File: config.mk
export PLATFORM = sky130hd
export DESIGN_NAME = spd_slave
export DESIGN_NICKNAME = d
export VERILOG_FILES = /design/src/rtl/spd_pkg.sv /design/src/rtl/spd_sync.sv /design/src/rtl/spd_mem.sv /design/src/rtl/spd_link.sv /design/src/rtl/spd_slave.sv
export SDC_FILE = /design/constraint.sdc
export NUM_CORES = 2
export LEC_CHECK = 0
export ABC_CLOCK_PERIOD_IN_PS = 80100
export BUFFER_PORTS_ARGS = -buffer_cell sky130_fd_sc_hd__buf_2
export CELL_PAD_IN_SITES_DETAIL_PLACEMENT = 1
export CELL_PAD_IN_SITES_GLOBAL_PLACEMENT = 1
export CORE_ASPECT_RATIO = 1.2
export CORE_MARGIN = 5
export CORE_UTILIZATION = 55
export DETAILED_ROUTE_END_ITERATION = 12
export PLACE_DENSITY_LB_ADDON = 0.1
export SLEW_MARGIN = 20
export SYNTH_ARGS = -nofsm -noshare
export SYNTH_HDL_FRONTEND = slang
export SYNTH_SLANG_ARGS = --single-unit
File: constraint.sdc
create_clock -name clk -period 80.1 [get_ports clk]
set_clock_uncertainty 0.2 [all_clocks]
set_input_delay 8.01 -clock clk [delete_from_list [all_inputs] [get_ports clk]]
set_output_delay 8.01 -clock clk [all_outputs]
set_load 0.1 [all_outputs]
File: src/rtl/spd_pkg.sv
package spd_pkg;
  typedef enum logic [3:0] {
    ST_IDLE, ST_DEV, ST_DEV_ACK, ST_WADDR, ST_WADDR_ACK,
    ST_WDATA, ST_WDATA_ACK, ST_RDATA, ST_RACK
  } spd_state_e;
endpackage

File: src/rtl/spd_sync.sv
module spd_sync #(
  parameter int SYNC_STAGES = 2
) (
  input  logic clk,
  input  logic rst_n,
  input  logic scl_i,
  input  logic sda_i,
  output logic scl_o,
  output logic sda_o,
  output logic rise_o,
  output logic fall_o,
  output logic start_o,
  output logic stop_o
);
  localparam int TOP = SYNC_STAGES - 1;

  logic [TOP:0] scl_pipe, sda_pipe;
  logic         scl_q, sda_q;

  always_ff @(posedge clk or negedge rst_n) begin
    if (!rst_n) begin
      scl_pipe <= '1;
      sda_pipe <= '1;
      scl_q    <= 1'b1;
      sda_q    <= 1'b1;
    end else begin
      scl_pipe <= {scl_pipe[TOP-1:0], scl_i};
      sda_pipe <= {sda_pipe[TOP-1:0], sda_i};
      scl_q    <= scl_pipe[TOP];
      sda_q    <= sda_pipe[TOP];
    end
  end

  assign scl_o   = scl_pipe[TOP];
  assign sda_o   = sda_pipe[TOP];
  assign rise_o  = scl_o & ~scl_q;
  assign fall_o  = ~scl_o & scl_q;
  assign start_o = scl_o & scl_q & sda_q & ~sda_o;
  assign stop_o  = scl_o & scl_q & ~sda_q & sda_o;
endmodule

File: src/rtl/spd_mem.sv
module spd_mem #(
  parameter int ADDR_W   = 8,
  parameter int INIT_MUL = 37,
  parameter int INIT_ADD = 11
) (
  input  logic              clk,
  input  logic              rst_n,
  input  logic              we,
  input  logic [ADDR_W-1:0] addr,
  input  logic [7:0]        wdata,
  output logic [7:0]        rdata
);
  localparam int DEPTH = 1 << ADDR_W;

  logic [7:0] mem [DEPTH];

  for (genvar g = 0; g < DEPTH; g++) begin : g_byte
    always_ff @(posedge clk or negedge rst_n) begin
      if (!rst_n)
        mem[g] <= 8'((g * INIT_MUL + INIT_ADD) % 256);
      else if (we && (addr == ADDR_W'(g)))
        mem[g] <= wdata;
    end
  end

  assign rdata = mem[addr];
endmodule

File: src/rtl/spd_link.sv
module spd_link
  import spd_pkg::*;
#(
  parameter logic [6:0] DEV_ADDR = 7'h50,
  parameter int         ADDR_W   = 8
) (
  input  logic              clk,
  input  logic              rst_n,
  input  logic              scl_rise,
  input  logic              scl_fall,
  input  logic              start_evt,
  input  logic              stop_evt,
  input  logic              sda_s,
  input  logic [7:0]        rdata,
  output logic              pull_o,
  output logic [ADDR_W-1:0] ptr_o,
  output logic              we_o,
  output logic [7:0]        wdata_o,
  output logic              ptr_load_o,
  output spd_state_e        st_o
);
  spd_state_e        st, st_n;
  logic [3:0]        cnt, cnt_n;
  logic [7:0]        sh, sh_n;
  logic              pull, pull_n, rw, rw_n, mack, mack_n;
  logic [ADDR_W-1:0] ptr, ptr_n;

  always_comb begin
    st_n = st; cnt_n = cnt; sh_n = sh; pull_n = pull;
    rw_n = rw; mack_n = mack; ptr_n = ptr;
    we_o = 1'b0; ptr_load_o = 1'b0;
    if (stop_evt) begin
      st_n = ST_IDLE; pull_n = 1'b0;
    end else if (start_evt) begin
      st_n = ST_DEV; cnt_n = '0; pull_n = 1'b0;
    end else begin
      case (st)
        ST_DEV, ST_WADDR, ST_WDATA: begin
          if (scl_rise && cnt != 4'd8) begin
            sh_n  = {sh[6:0], sda_s};
            cnt_n = cnt + 4'd1;
          end else if (scl_fall && cnt == 4'd8) begin
            if (st == ST_DEV) begin
              if (sh[7:1] == DEV_ADDR) begin
                pull_n = 1'b1; rw_n = sh[0]; st_n = ST_DEV_ACK;
              end else begin
                st_n = ST_IDLE;
              end
            end else if (st == ST_WADDR) begin
              ptr_n = sh[ADDR_W-1:0]; ptr_load_o = 1'b1;
              pull_n = 1'b1; st_n = ST_WADDR_ACK;
            end else begin
              we_o = 1'b1; ptr_n = ptr + 1'b1;
              pull_n = 1'b1; st_n = ST_WDATA_ACK;
            end
          end
        end
        ST_DEV_ACK: begin
          if (scl_fall) begin
            cnt_n = '0;
            if (rw) begin
              sh_n = rdata; pull_n = ~rdata[7]; st_n = ST_RDATA;
            end else begin
              pull_n = 1'b0; st_n = ST_WADDR;
            end
          end
        end
        ST_WADDR_ACK: begin
          if (scl_fall) begin
            pull_n = 1'b0; cnt_n = '0; st_n = ST_WDATA;
          end
        end
        ST_WDATA_ACK: begin
          if (scl_fall) begin
            pull_n = 1'b0; st_n = ST_IDLE;
          end
        end
        ST_RDATA: begin
          if (scl_rise) begin
            cnt_n = cnt + 4'd1;
          end else if (scl_fall) begin
            if (cnt == 4'd8) begin
              pull_n = 1'b0; ptr_n = ptr + 1'b1; st_n = ST_RACK;
            end else begin
              sh_n = {sh[6:0], 1'b0}; pull_n = ~sh[6];
            end
          end
        end
        ST_RACK: begin
          if (scl_rise) begin
            mack_n = ~sda_s;
          end else if (scl_fall) begin
            if (mack) begin
              sh_n = rdata; pull_n = ~rdata[7]; cnt_n = '0; st_n = ST_RDATA;
            end else begin
              st_n = ST_IDLE;
            end
          end
        end
        default: ;
      endcase
    end
  end

  always_ff @(posedge clk or negedge rst_n) begin
    if (!rst_n) begin
      st <= ST_IDLE; cnt <= '0; sh <= '0; pull <= 1'b0;
      rw <= 1'b0; mack <= 1'b0; ptr <= '0;
    end else begin
      st <= st_n; cnt <= cnt_n; sh <= sh_n; pull <= pull_n;
      rw <= rw_n; mack <= mack_n; ptr <= ptr_n;
    end
  end

  assign pull_o  = pull;
  assign ptr_o   = ptr;
  assign wdata_o = sh;
  assign st_o    = st;
endmodule

File: src/rtl/spd_slave.sv
module spd_slave #(
  parameter logic [6:0] DEV_ADDR    = 7'h50,
  parameter int         ADDR_W      = 8,
  parameter int         SYNC_STAGES = 2,
  parameter int         INIT_MUL    = 37,
  parameter int         INIT_ADD    = 11
) (
  input  logic clk,
  input  logic rst_n,
  input  logic scl_i,
  input  logic sda_i,
  output logic sda_pull_o
);
  logic [1:0]          rst_pipe;
  logic                rst_sync_n;
  logic                scl_s, sda_s, scl_rise, scl_fall, start_evt, stop_evt;
  logic                we, ptr_load;
  logic [7:0]          wdata, rdata;
  logic [ADDR_W-1:0]   ptr;
  spd_pkg::spd_state_e link_st;

  always_ff @(posedge clk or negedge rst_n) begin
    if (!rst_n) rst_pipe <= '0;
    else        rst_pipe <= {rst_pipe[0], 1'b1};
  end
  assign rst_sync_n = rst_pipe[1];

  spd_sync #(.SYNC_STAGES(SYNC_STAGES)) u_sync (
    .clk(clk), .rst_n(rst_sync_n), .scl_i(scl_i), .sda_i(sda_i),
    .scl_o(scl_s), .sda_o(sda_s), .rise_o(scl_rise), .fall_o(scl_fall),
    .start_o(start_evt), .stop_o(stop_evt)
  );

  spd_link #(.DEV_ADDR(DEV_ADDR), .ADDR_W(ADDR_W)) u_link (
    .clk(clk), .rst_n(rst_sync_n), .scl_rise(scl_rise), .scl_fall(scl_fall),
    .start_evt(start_evt), .stop_evt(stop_evt), .sda_s(sda_s), .rdata(rdata),
    .pull_o(sda_pull_o), .ptr_o(ptr), .we_o(we), .wdata_o(wdata),
    .ptr_load_o(ptr_load), .st_o(link_st)
  );

  spd_mem #(.ADDR_W(ADDR_W), .INIT_MUL(INIT_MUL), .INIT_ADD(INIT_ADD)) u_mem (
    .clk(clk), .rst_n(rst_sync_n), .we(we), .addr(ptr),
    .wdata(wdata), .rdata(rdata)
  );
endmodule

Yosys cells after proc, flatten, opt, wreduce, memory -nomap -nowiden. Cells that the tools add are included. W data, S select, Z words.

Register bits after elaboration: 2083. Latch bits: 0. Memory bits (writable): 0. ROM bits: 0. Bits of input ports: 4. Logic and storage cells: 929. Memories kept: 0.

Add/subtract/negate cells: 2. Multiply operators: 0. Divide/modulo/power cells: 0. Order comparisons: 1. Equality and inequality tests: 298. Shift-type cells: 0. Muxes and demuxes: 69. Bitwise logic cells: 17. Reductions and logical operators: 274.

Operators with widths (number): $eq A8 B8 Y1 const B (128); $eq A8 B7 Y1 const B (64); $logic_and A1 B1 Y1 (258); $eq A8 B6 Y1 const B (32); $mux W8 (18); $eq A8 B5 Y1 const B (16); $mux W4 (19); $bmux W8 S8 (1); $eq A8 B4 Y1 const B (8); $eq A8 B3 Y1 const B (4); $ne A4 B3 Y1 const B (8); $pmux W8 S4 (1); $pmux W4 S6 (1); $mux W1 (22); $reduce_and A11 Y1 (2); $eq A4 B3 Y1 const B (4); $eq A8 B2 Y1 const B (2); $ne A2 B1 Y1 const B (8); $ne A4 B4 Y1 const B (4); $pmux W4 S4 (1); $pmux W8 S2 (1); $ne A3 B2 Y1 const B (4); $reduce_and A12 Y1 (1); $ne A2 B2 Y1 const B (5); other kinds (30) (49).

Longest topological paths before layout.
Depth after elaboration: 11. Depth in mapped cells: 16. Mapped depth without buffers: 9.

Modules after synthesis. From an unflattened synthesis, not the netlist that was laid out.

Cell total of the unflattened synthesis: 6066. Area, all modules: 95893.2 µm².

Modules (own cells, without submodules): spd_mem (instances 1, cells an instance 5829, area each 93616.0 µm², sequential area each 52530.4 µm²); spd_link (instances 1, cells an instance 224, area each 2033.2 µm², sequential area each 675.6 µm²); spd_sync (instances 1, cells an instance 10, area each 190.2 µm², sequential area each 157.7 µm²); spd_slave (instances 1, cells an instance 3, area each 53.8 µm², sequential area each 50.0 µm²).

Least setup slack after synthesis. Ideal clock, no wire load.

Kind: register -> output. Start: register u_link.pull (netlist: u_link.pull_o). End: output port sda_pull_o. Arrival time: 0.897 ns. Data required time: 71.890 ns. Path slack: 70.993 ns. Cell stages (with the launch flop): 1. Path through: dfrtp_1.

RTL lines: start, declared (line spd_link.sv:25) `logic pull, pull_n, rw, rw_n, mack, mack_n;`; start signal, assigned (line spd_link.sv:110) `st <= st_n; cnt <= cnt_n; sh <= sh_n; pull <= pull_n;`; end, declared (line spd_slave.sv:12) `output logic sda_pull_o`.

No word-level cell between the ends.

Worst setup path in the final report.
Start: register u_link.pull (netlist: u_link.pull_o). End: output port sda_pull_o.

No word-level cell between the ends.

==> metrics.md <==
| Metric | Value |
|---|---|
| Category of cells accounting for the largest share of critical-path delay | buffers and inverters |
| Largest fanout on the critical path | 2 |
| Capture point of the worst reg-to-reg path | u_mem.mem[1686] |
| Time the worst path needs with I/O delays and setup | 9.85 ns |
| Maximum vdd ir drop | 0.0000284 V |
| Largest cells by area after synthesis | sky130_fd_sc_hd__dfstp_2 28%, sky130_fd_sc_hd__dfrtp_1 27%, sky130_fd_sc_hd__mux2_2 24% |
| Rows | 168 |
| Via-to-Cell Ratio | 6.51 |
| Die Y-Extent | 469 microns |
| Number of port buffers | 4 |
| Outcome | finished clean |
| DIE WIDTH | 392 microns |
| Number of enable flip-flop cells after synthesis | 0 |
| Worst reg-to-reg path cell count | 7 |
| Placed insts | 7890 |
| Cell depth of the worst hold path | 0 |
| Sequential share of power | 0.434 |
| Power share of the clock group | 0.393 |
| Quantity of gates resized following cts | 0 |
| Total global routing overflow | 0 |
| Share of the synthesized area in the top cell type | 0.281 |
| Setup slack, reg-to-reg | 73.36 ns |
| Final max-slew violation count | 0 |
| Total via count in the routed design | 53960 |
| End point of the most critical hold path | rst_pipe[1] |
| Reg2Reg Launch Point | rst_pipe[1] |
| Root buffer cell | sky130_fd_sc_hd__clkbuf_16 |
| Worst Setup Slack post-DPL | 71.11 ns |
| CTS buffer count | 206 |
| Unrepaired setup endpoints after global routing | false |
| Wire length of the first global-routing pass | 410000 microns |
| Capturing element type of the critical path | output pin |
| Portion of the post-synthesis area used by sequential elements | 0.554 |
| Cell taking the most area after synthesis | sky130_fd_sc_hd__dfstp_2 |
| Via count of the first global-routing pass | 59661 |
| Slew headroom | 0.160 |
| PwrDens | 24.1 nW/um^2 |
| Worst-skew pair later-pin latency | 0.86 ns |
| Cell-internal power | 0.00177 W |
| Max stage delay cell, worst path | sky130_fd_sc_hd__buf_2 |
| First-pass iteration count of the detailed router | 6 |
| Longest individual stage delay on the worst path | 0.44 ns |
| Core area | 174000 sq um |
| Required time at the worst-slack endpoint | 71.89 ns |
| Worst hold-check path type | flop to flop |
| Async set or reset register ratio after synthesis | 1.00 |
| Iteration-0 DRC count of the detailed router | 3636 |
| Fraction of layout cells with a size suffix above 1 | 0.708 |
| Number of buffer and inverter instances along the worst setup path | 1 |
| Mapped Cells | 5934 |
| DRC | 0 |
| Clock-pin slew of the registers on the worst-case setup and hold paths | 0.06 ns |
| Total clock sinks | 2083 |
| Number of hold-repair buffers added at the cts stage | 0 |
| Final worst slack | 70.25 ns |
| Worst path cell trace | buf_2 |
| Cell Area, Synth | 96400 sq um |
| Seq cells post-synth | 2083 |
| Post-route insts no fill | 8286 |
| Hold path startpoint | rst_pipe[0] |
| TNS Setup | 0 ns |
| Number of top-level pins | 5 |
| Final setup fails | 0 |
| Final layout net count | 5813 |
| Worst Path Class, Setup | flop to output pin |
| Switching power share of the total | 0.305 |
| Number of warnings reported in the yosys synthesis log | 0 |
| Final worst path period share | 0.123 |
| Postcts setup bufs | 0 |
| Placed cell area | 98400 sq um |
| Initial core utilization | 0.553 |
| Maximum clock insertion buffer count | 3 |
| Antenna violations before repair | 13 |
| Full die area | 184000 sq um |
| Post-DR wirelength/cell | 32.6 microns |
| Leakage | 44.9 nW |
| Max-capacitance violation count | 0 |
| Syn Nets | 5944 |
| Worst path arrival time | 1.64 ns |
| Pin count of the biggest net entering global routing | 187 |
| Total wirelength of the detailed-routed design | 270000 microns |
| Final ANT Viol Nets | 0 |
| Maximum level of the CTS H-tree | 4 |
| Most used flip-flop cell after synthesis | sky130_fd_sc_hd__dfrtp_1 |
| Area of all placed cells without fillers | 105000 sq um |
| Mean cell area of the mapped netlist | 16.2 sq um |
| Kind of start point of the critical path | flop |
| Clock tree from TritonCTS | done |
| Hold violation total from the final report | 0 |
| Overall track demand over capacity in global routing | 0.300 |
| Peak clock frequency supported by timing | 102 MHz |
| Area growth, synth to finish | 9.32% |
| Post-synthesis cell type count | 64 |
| Portion of total power attributed to combinational logic | 0.173 |
| Gp weighted congestion | 0.881 |
| Measured slew at the worst slew-check pin | 1.26 ns |
| Half-perimeter wire length after placement | 168000 microns |
| Cell count along the critical path | 1 |
| Switching pwr | 0.000775 W |
==> power groups by stage <==
stage / logic, W / clock network, W / registers, W
2_1_floorplan: 0.000323 / 0 / 0.00109
3_3_place_gp: 0.000440 / 0 / 0.00112
3_5_place_dp: 0.000442 / 0 / 0.00112
4_1_cts: 0.000444 / 0.00102 / 0.00110
5_1_grt: 0.000464 / 0.00106 / 0.00111
6_report: 0.000439 / 0.00100 / 0.00111
==> cell families after synthesis <==
logic type	Yosys count	share of synthesized area
AO/OA/AOI/OAI	197	0.0134
buffers and inverters	467	0.0218
adder cells (fa/ha/maj)	6	0.000779
flip-flops	2083	0.554
other	1	0.0000389
multiplexers	2690	0.387
AND/OR/NAND/NOR	487	0.0231
XOR/XNOR	3	0.000273
==> final cells by class <==
cell class	count	area (sq um)
fill	15269	69100
sequential	2083	53500
multi-input combinational	3384	41000
clock buffer	334	6270
tap	2295	2870
timing repair buffer	117	1020
clock inverter	59	728
inverter	11	41.3
antenna	3	7.51
==> routing by layer <==
| layer | wire length [microns] | global-route usage |
|---|---|---|
| met2 | 131000 | 0.478 |
| met4 | 11100 | 0.112 |
| met3 | 15700 | 0.0590 |
| met1 | 112000 | 0.414 |
| met5 | 13 | 0 |
==> state kept, by name (all words and copies together), names as in the netlist <==
name / flops
u_link.ptr_o: 8
u_link.pull_o: 1
u_sync.scl_pipe: 2
u_link.mack: 1
u_sync.sda_pipe: 2
u_mem.mem: 2048
u_sync.sda_q: 1
u_link.cnt: 4
u_link.rw: 1
u_link.wdata_o: 8
u_link.st_o: 4
rst_pipe: 2
u_sync.scl_q: 1
==> cell usage after synthesis, types with 30 or more instances <==
cell and number:
sky130_fd_sc_hd__dfstp_2 1030, sky130_fd_sc_hd__nand3_1 52, sky130_fd_sc_hd__nor2_2 64, sky130_fd_sc_hd__o21ai_0 36, sky130_fd_sc_hd__nand2_1 149, sky130_fd_sc_hd__a21oi_1 51
sky130_fd_sc_hd__a22oi_1 44, sky130_fd_sc_hd__mux2_2 2043, sky130_fd_sc_hd__mux4_2 624, sky130_fd_sc_hd__buf_2 36, sky130_fd_sc_hd__nor2_1 154, sky130_fd_sc_hd__clkbuf_1 334
sky130_fd_sc_hd__buf_1 37, sky130_fd_sc_hd__dfrtp_1 1053, sky130_fd_sc_hd__buf_6 30
==> worst max path at each step <==
stage | slack [ns] | from | endpoint
after detailed placement | 71.11 | u_link.pull_o | sda_pull_o
final | 70.25 | u_link.pull_o | sda_pull_o
after global placement | 71.11 | u_link.pull_o | sda_pull_o
after global routing | 70.18 | u_link.pull_o | sda_pull_o
after CTS | 70.17 | u_link.pull_o | sda_pull_o
after floorplan | 19.34 | rst_pipe[1] | u_link.cnt[0]
==> placed cells by master, fill, tap and decap left out, drive strengths merged, types with 51 or more instances in the layout <==
cell	Yosys	routed
nand3	52	52
mux4	624	624
clkbuf	335	334
nor2	218	218
dfrtp	1053	1053
nand2	149	149
dfstp	1030	1030
mux2	2043	2043
buf	121	117
a21oi	51	51
==> through the flow <==
| stage | hold slack, ns | power [W] | util |
|---|---|---|---|
| global placement | 0.140 | 0.00156 | 0.564 |
| floorplan | 0.131 | 0.00142 | - |
| finish | 0.151 | 0.00255 | 0.604 |
| CTS | 0.153 | 0.00257 | 0.604 |
| detailed placement | 0.139 | 0.00156 | 0.564 |
| global route | 0.169 | 0.00264 | 0.604 |
Power figures use the tool's default switching activity.
